**config.mk**
```make
export PLATFORM = sky130hd
export DESIGN_NAME = osc_stop_guard
export DESIGN_NICKNAME = d
export VERILOG_FILES = /design/src/rtl/osg_pkg.sv /design/src/rtl/osg_stop_ctrl.sv /design/src/rtl/osg_stab_fsm.sv /design/src/rtl/osg_read_mux.sv /design/src/rtl/osc_stop_guard.sv
export SDC_FILE = /design/constraint.sdc
export NUM_CORES = 1
export LEC_CHECK = 0
export BUFFER_PORTS_ARGS = -buffer_cell sky130_fd_sc_hd__buf_2
export CORE_MARGIN = 1.5
export CORE_UTILIZATION = 45
export CTS_BUF_LIST = sky130_fd_sc_hd__clkbuf_4 sky130_fd_sc_hd__clkbuf_8
export DETAILED_ROUTE_END_ITERATION = 12
export GPL_TIMING_DRIVEN = 0
export PLACE_DENSITY = 0.81
export SKIP_LAST_GASP = 1
export SLEW_MARGIN = 25
export SYNTH_ARGS = -nofsm -noshare
export SYNTH_HDL_FRONTEND = slang
export SYNTH_SLANG_ARGS = --single-unit
```
**constraint.sdc**
```tcl
create_clock -name clk -period 2.45 [get_ports clk]
set_input_delay 0.49 -clock clk [delete_from_list [all_inputs] [get_ports clk]]
set_output_delay 0.49 -clock clk [all_outputs]
set_load 0.02 [all_outputs]
```
**src/rtl/osg_pkg.sv**
```systemverilog
package osg_pkg;
    typedef enum logic [1:0] {
        ST_IDLE  = 2'd0,
        ST_COUNT = 2'd1,
        ST_DONE  = 2'd2
    } stab_state_t;

    localparam logic ADDR_CTRL = 1'b0;
    localparam logic ADDR_STAT = 1'b1;

    localparam int BIT_MAIN = 0;
    localparam int BIT_SUB  = 1;
    localparam int BIT_HIO  = 2;
    localparam int BIT_ERR  = 7;
endpackage

```
**src/rtl/osg_stop_ctrl.sv**
```systemverilog
module osg_stop_ctrl
    import osg_pkg::*;
#(
    parameter int DATA_W = 8
) (
    input  logic              clk,
    input  logic              rst,
    input  logic              wr_ctrl,
    input  logic [DATA_W-1:0] wdata,
    input  logic              cls,
    input  logic              mcs,
    input  logic              exclk,
    input  logic              oscsel,
    output logic [DATA_W-1:0] ctrl_byte,
    output logic              main_q,
    output logic              sub_q,
    output logic              hio_q,
    output logic              xtal_clear,
    output logic              xtal_start
);
    logic err_q;
    logic main_d, sub_d, hio_d, err_d;
    logic main_ok, sub_ok, hio_ok, refused;

    // A source may stop only while it is not the CPU clock source
    assign main_ok = cls | ~mcs;
    assign sub_ok  = ~cls;
    assign hio_ok  = cls | mcs;

    always_comb begin
        refused = wr_ctrl & ((wdata[BIT_MAIN] & ~main_ok) |
                             (wdata[BIT_SUB]  & ~sub_ok)  |
                             (wdata[BIT_HIO]  & ~hio_ok));
        main_d = main_q;
        sub_d  = sub_q;
        hio_d  = hio_q;
        err_d  = err_q;
        if (wr_ctrl) begin
            main_d = wdata[BIT_MAIN] ? (main_ok ? 1'b1 : main_q) : 1'b0;
            sub_d  = wdata[BIT_SUB]  ? (sub_ok  ? 1'b1 : sub_q)  : 1'b0;
            hio_d  = wdata[BIT_HIO]  ? (hio_ok  ? 1'b1 : hio_q)  : 1'b0;
            err_d  = refused | (err_q & ~wdata[BIT_ERR]);
        end
    end

    assign xtal_clear = wr_ctrl & wdata[BIT_MAIN] & main_ok;
    assign xtal_start = wr_ctrl & ~wdata[BIT_MAIN] & main_q & ~exclk & oscsel;

    always_ff @(posedge clk) begin
        if (rst) begin
            main_q <= 1'b1;
            sub_q  <= 1'b1;
            hio_q  <= 1'b0;
            err_q  <= 1'b0;
        end else begin
            main_q <= main_d;
            sub_q  <= sub_d;
            hio_q  <= hio_d;
            err_q  <= err_d;
        end
    end

    always_comb begin
        ctrl_byte           = '0;
        ctrl_byte[BIT_MAIN] = main_q;
        ctrl_byte[BIT_SUB]  = sub_q;
        ctrl_byte[BIT_HIO]  = hio_q;
        ctrl_byte[BIT_ERR]  = err_q;
    end
endmodule

```
**src/rtl/osg_stab_fsm.sv**
```systemverilog
module osg_stab_fsm
    import osg_pkg::*;
#(
    parameter int MIN_EXP = 8,
    parameter int DATA_W  = 8
) (
    input  logic              clk,
    input  logic              rst,
    input  logic              clear,
    input  logic              start,
    input  logic              tick,
    output logic [DATA_W-1:0] status
);
    localparam int CNT_W = MIN_EXP + DATA_W;
    localparam logic [CNT_W-1:0] TOP = {1'b1, {(CNT_W-1){1'b0}}};

    stab_state_t      state_q, state_d;
    logic [CNT_W-1:0] cnt_q, cnt_d;

    always_ff @(posedge clk) begin
        if (rst) begin
            state_q <= ST_IDLE;
            cnt_q   <= '0;
        end else begin
            state_q <= state_d;
            cnt_q   <= cnt_d;
        end
    end

    always_comb begin
        state_d = state_q;
        cnt_d   = cnt_q;
        unique case (state_q)
            ST_IDLE: ;
            ST_COUNT: begin
                if (tick) begin
                    cnt_d = cnt_q + CNT_W'(1);
                    if (cnt_q + CNT_W'(1) == TOP) state_d = ST_DONE;
                end
            end
            ST_DONE: ;
            default: state_d = ST_IDLE;
        endcase
        if (clear) begin
            state_d = ST_IDLE;
            cnt_d   = '0;
        end else if (start) begin
            state_d = ST_COUNT;
            cnt_d   = '0;
        end
    end

    for (genvar k = 0; k < DATA_W; k++) begin : g_thr
        localparam logic [CNT_W-1:0] THR = CNT_W'(1) << (MIN_EXP + k);
        assign status[DATA_W-1-k] = (cnt_q >= THR);
    end
endmodule

```
**src/rtl/osg_read_mux.sv**
```systemverilog
module osg_read_mux
    import osg_pkg::*;
#(
    parameter int DATA_W = 8,
    localparam int SEL_W = $clog2(DATA_W)
) (
    input  logic              addr,
    input  logic [DATA_W-1:0] ctrl_byte,
    input  logic [DATA_W-1:0] stat_byte,
    input  logic [SEL_W-1:0]  bit_sel,
    output logic [DATA_W-1:0] rdata,
    output logic              rbit
);
    assign rdata = (addr == ADDR_STAT) ? stat_byte : ctrl_byte;
    assign rbit  = rdata[bit_sel];
endmodule

```
**src/rtl/osc_stop_guard.sv**
```systemverilog
module osc_stop_guard
    import osg_pkg::*;
#(
    parameter int MIN_EXP = 8,
    parameter int DATA_W  = 8,
    localparam int SEL_W  = $clog2(DATA_W)
) (
    input  logic              clk,
    input  logic              rst,
    input  logic              bus_addr,
    input  logic              bus_wr,
    input  logic [DATA_W-1:0] bus_wdata,
    output logic [DATA_W-1:0] bus_rdata,
    input  logic [SEL_W-1:0]  bit_sel,
    output logic              bit_rdata,
    input  logic              cls,
    input  logic              mcs,
    input  logic              exclk,
    input  logic              oscsel,
    input  logic              stop_enter,
    input  logic              stop_exit,
    input  logic              xt_tick,
    output logic              main_stop,
    output logic              sub_stop,
    output logic              hio_stop
);
    logic [DATA_W-1:0] ctrl_byte, stat_byte;
    logic              xtal_clear, xtal_start;
    logic              wr_ctrl;

    assign wr_ctrl = bus_wr & (bus_addr == ADDR_CTRL);

    osg_stop_ctrl #(.DATA_W(DATA_W)) u_ctrl (
        .clk        (clk),
        .rst        (rst),
        .wr_ctrl    (wr_ctrl),
        .wdata      (bus_wdata),
        .cls        (cls),
        .mcs        (mcs),
        .exclk      (exclk),
        .oscsel     (oscsel),
        .ctrl_byte  (ctrl_byte),
        .main_q     (main_stop),
        .sub_q      (sub_stop),
        .hio_q      (hio_stop),
        .xtal_clear (xtal_clear),
        .xtal_start (xtal_start)
    );

    osg_stab_fsm #(.MIN_EXP(MIN_EXP), .DATA_W(DATA_W)) u_stab (
        .clk    (clk),
        .rst    (rst),
        .clear  (xtal_clear | stop_enter),
        .start  (xtal_start | stop_exit),
        .tick   (xt_tick),
        .status (stat_byte)
    );

    osg_read_mux #(.DATA_W(DATA_W)) u_rd (
        .addr      (bus_addr),
        .ctrl_byte (ctrl_byte),
        .stat_byte (stat_byte),
        .bit_sel   (bit_sel),
        .rdata     (bus_rdata),
        .rbit      (bit_rdata)
    );
endmodule

```
==> impl_metrics.py <==
metrics = {
    "run_status": {
        "status": "finished with violations",
        "violations": "setup timing",
    },
    "timing": {
        "hold_ws_ns": 0.395,
        "finalSetupViolCount": 1,
        "rsz0062_at_grt": "true",
        "hold_viol_final": 0,
        "maxSlewViolCount": 0,
        "min_period_ns": 2.56,
        "slew_headroom": 0.711,
        "finalWorstSetupSlack_ns": -0.106,
        "fmax_mhz": 391,
        "worstMarginPinSlew_ns": 0.433,
        "min_period_over_period": 1.04,
        "clock_skew_ns": 0.00422,
    },
    "routing": {
        "first_pass_iters": 6,
        "drt_iter0_drc": 66,
        "vias": 1250,
        "routed_via_density": 5.27,
        "route.detailed.drc": 0,
        "postRouteAntennaNets": 0,
        "wl_per_cell_um": 11.5,
        "drt-total-wl_um": 2720,
    },
    "layout": {
        "final_cell_area_sq_mm": 0.00161,
        "drive_gt1_frac": 0.248,
        "area_growth_syn_to_layout_pct": 18.5,
        "antennaDiodeCount": 0,
        "final_nets": 231,
        "final_core_util": 0.575,
    },
    "power": {
        "pwr-share-comb": 0.121,
        "p_sw_frac": 0.240,
        "p_int_uw": 485,
        "vdd_drop_max_v": 0.000361,
        "p_total_uw": 638,
        "p_leak_nw": 0.648,
        "seq_power_share": 0.569,
        "p_sw_uw": 153,
        "powerDensity_mw_per_mm2": 396,
        "p_clk_frac": 0.309,
    },
    "global_route": {
        "antenna_found_initial": 0,
        "grt.total_usage": 0.177,
        "grt_overflow_total": 0,
        "grt_pass1_wl_um": 4720,
        "grt_pass1_vias": 1134,
        "grt_max_degree": 13,
    },
    "placement": {
        "portBuffers": 29,
        "placed_area_sq_mm": 0.00155,
        "hpwl_um": 2020,
        "gp_congestion": 0.816,
    },
    "yosys": {
        "syn_nets": 195,
        "yosys.cell_count.top_type": "nor2_1",
        "yosys_most_used_dff": "dfxtp_1",
        "yosys.area.top_type": "dfxtp_1",
        "seq_area_frac_synth": 0.324,
        "synthArstFlopShare": 0,
        "synthCells": 171,
        "synth_top_area_share": 0.324,
        "postSynthAreaPerCell_sq_um": 7.96,
        "synthTopCellsByArea": "dfxtp_1 (32%), nor2_1 (9.1%), xor2_1 (6.4%)",
        "ys_seq_elements": 22,
        "synth_top_cells_by_count": "nor2_1 (33), dfxtp_1 (22), xor2_1 (10)",
        "synth.yosys.warnings": 0,
        "synth_area_sq_mm": 0.00136,
        "synth_cell_types": 40,
        "synth_edf_count": 0,
    },
    "setup_path": {
        "slowest_stage": "mux4_2",
        "path_class": "flip-flop to output pin",
        "end_kind": "output pin",
        "reg2reg_depth": 6,
        "cp_cell_sequence": "or3_4 > mux2_4 > mux4_2 > nor2_1 > a31oi_1 > buf_2",
        "arrival_ns": 2.07,
        "slowest_delay_ns": 0.44,
        "start_kind": "flip-flop",
        "crit_required_ns": 1.96,
        "crit_fanout": 3,
    },
    "clock_tree": {
        "ctsHoldBuffers": 0,
        "root_buffer": "clkbuf_4",
        "cts_buffers": 3,
        "cts_tree": "done",
        "cts_max_level": 1,
        "cts.sinks": 22,
        "clock_path_buffers": 2,
        "clock_latency_ns": 0.31,
        "path_clk_slew_ns": 0.12,
    },
    "die": {
        "fp.dieW_um": 58,
        "die_h_um": 58,
        "core_sq_mm": 0.00281,
        "start_util": 0.485,
        "rows": 19,
        "ios": 34,
        "fp.dieArea_sq_mm": 0.00336,
    },
    "hold_path": {
        "hold_class": "input pin to flip-flop",
        "whs_path_depth": 2,
    },
    "run": {
        "maxCapViolations": 0,
    },
}
[state kept, by name (all words and copies together), names as in the netlist]
register and flops:
u_ctrl.hio_q 1, u_stab.state_q 2, u_stab.cnt_q 16, u_ctrl.main_q 1, u_ctrl.sub_q 1, u_ctrl.err_q 1
[layout by cell type (no fill, tap or decap), types with 3 or more instances in the layout]
master and n:
xor2_1 10, inv_1 7, o21a_1 3, nor2_1 33, nor3_1 5, nand2_1 5, buf_2 35, a21oi_1 9
nand2b_1 5, clkbuf_1 4, clkbuf_4 3, buf_4 3, o21ai_0 5, nand4_1 5, nor4_1 6, xnor2_1 9
nand3_1 7, dfxtp_1 20
[logic make-up after synthesis]
| family | after synthesis | synth area share |
|---|---|---|
| and+or+nand+nor | 79 | 0.299 |
| xor gates and xnor gates | 19 | 0.122 |
| muxes | 4 | 0.0404 |
| AOI/OAI and AO/OA | 27 | 0.139 |
| DFF | 22 | 0.324 |
| adders and majority gates | 2 | 0.0184 |
| buffers and inverters | 18 | 0.0579 |
[routing by layer]
metal	track usage	wire length, um
met2	0.291	1200
met3	0.0491	143
met1	0.235	1350
met5	0	0
met4	0.0299	20
[through the flow]
stage	setup slack (ns)	TNS [ns]	std cells
floorplan	0.0758	0	171
global placement	0.151	0	231
detailed placement	0.161	0	231
CTS	-0.119	-0.119	236
global route	-0.150	-0.194	237
finish	-0.106	-0.106	237
[power by group through the flow]
stage          clock network, mW  logic [mW]  registers [mW]
2_1_floorplan                  0      0.0420           0.376
3_3_place_gp                   0      0.0761           0.374
3_5_place_dp                   0      0.0768           0.374
4_1_cts                    0.203      0.0771           0.365
5_1_grt                    0.216      0.0861           0.364
6_report                   0.197      0.0775           0.364
[repair_timing]
action / in CTS / in global routing
setup buffers: 1 / 1
endpoints found under the setup margin: 2 / 2
gates resized for setup: 4 / 2
hold endpoints to repair: 0 / 0
[layout make-up]
class                      instances  area [sq um]
timing repair buffer              31           160
inverter                           7          26.3
tap                               31          38.8
sequential                        22           448
clock buffer                       4          36.3
buffer                            11          52.6
fill                             270          1190
multi-input combinational        131           851
[final timing paths]
check	slack, ns	start	end
setup / recovery	-0.11	u_stab.cnt_q[13]$_SDFFE_PP0P_	bit_rdata
hold / removal	0.39	rst	u_ctrl.err_q$_SDFFE_PP0N_
setup reg to reg	0.63	u_stab.cnt_q[10]$_SDFFE_PP0P_	u_stab.state_q[1]$_SDFFE_PP0P_
hold reg to reg	0.53	u_ctrl.hio_q$_SDFFE_PP0P_	u_ctrl.hio_q$_SDFFE_PP0P_
[critical path, delay by kind of cell (launching register included)]
kind	cells	cell delay, ns
compound gates	1	0.04
mux	2	0.71
flops	1	0.36
simple gates	2	0.48
buf+inv	1	0.16
Note: power is estimated with default switching activity, not from simulation.
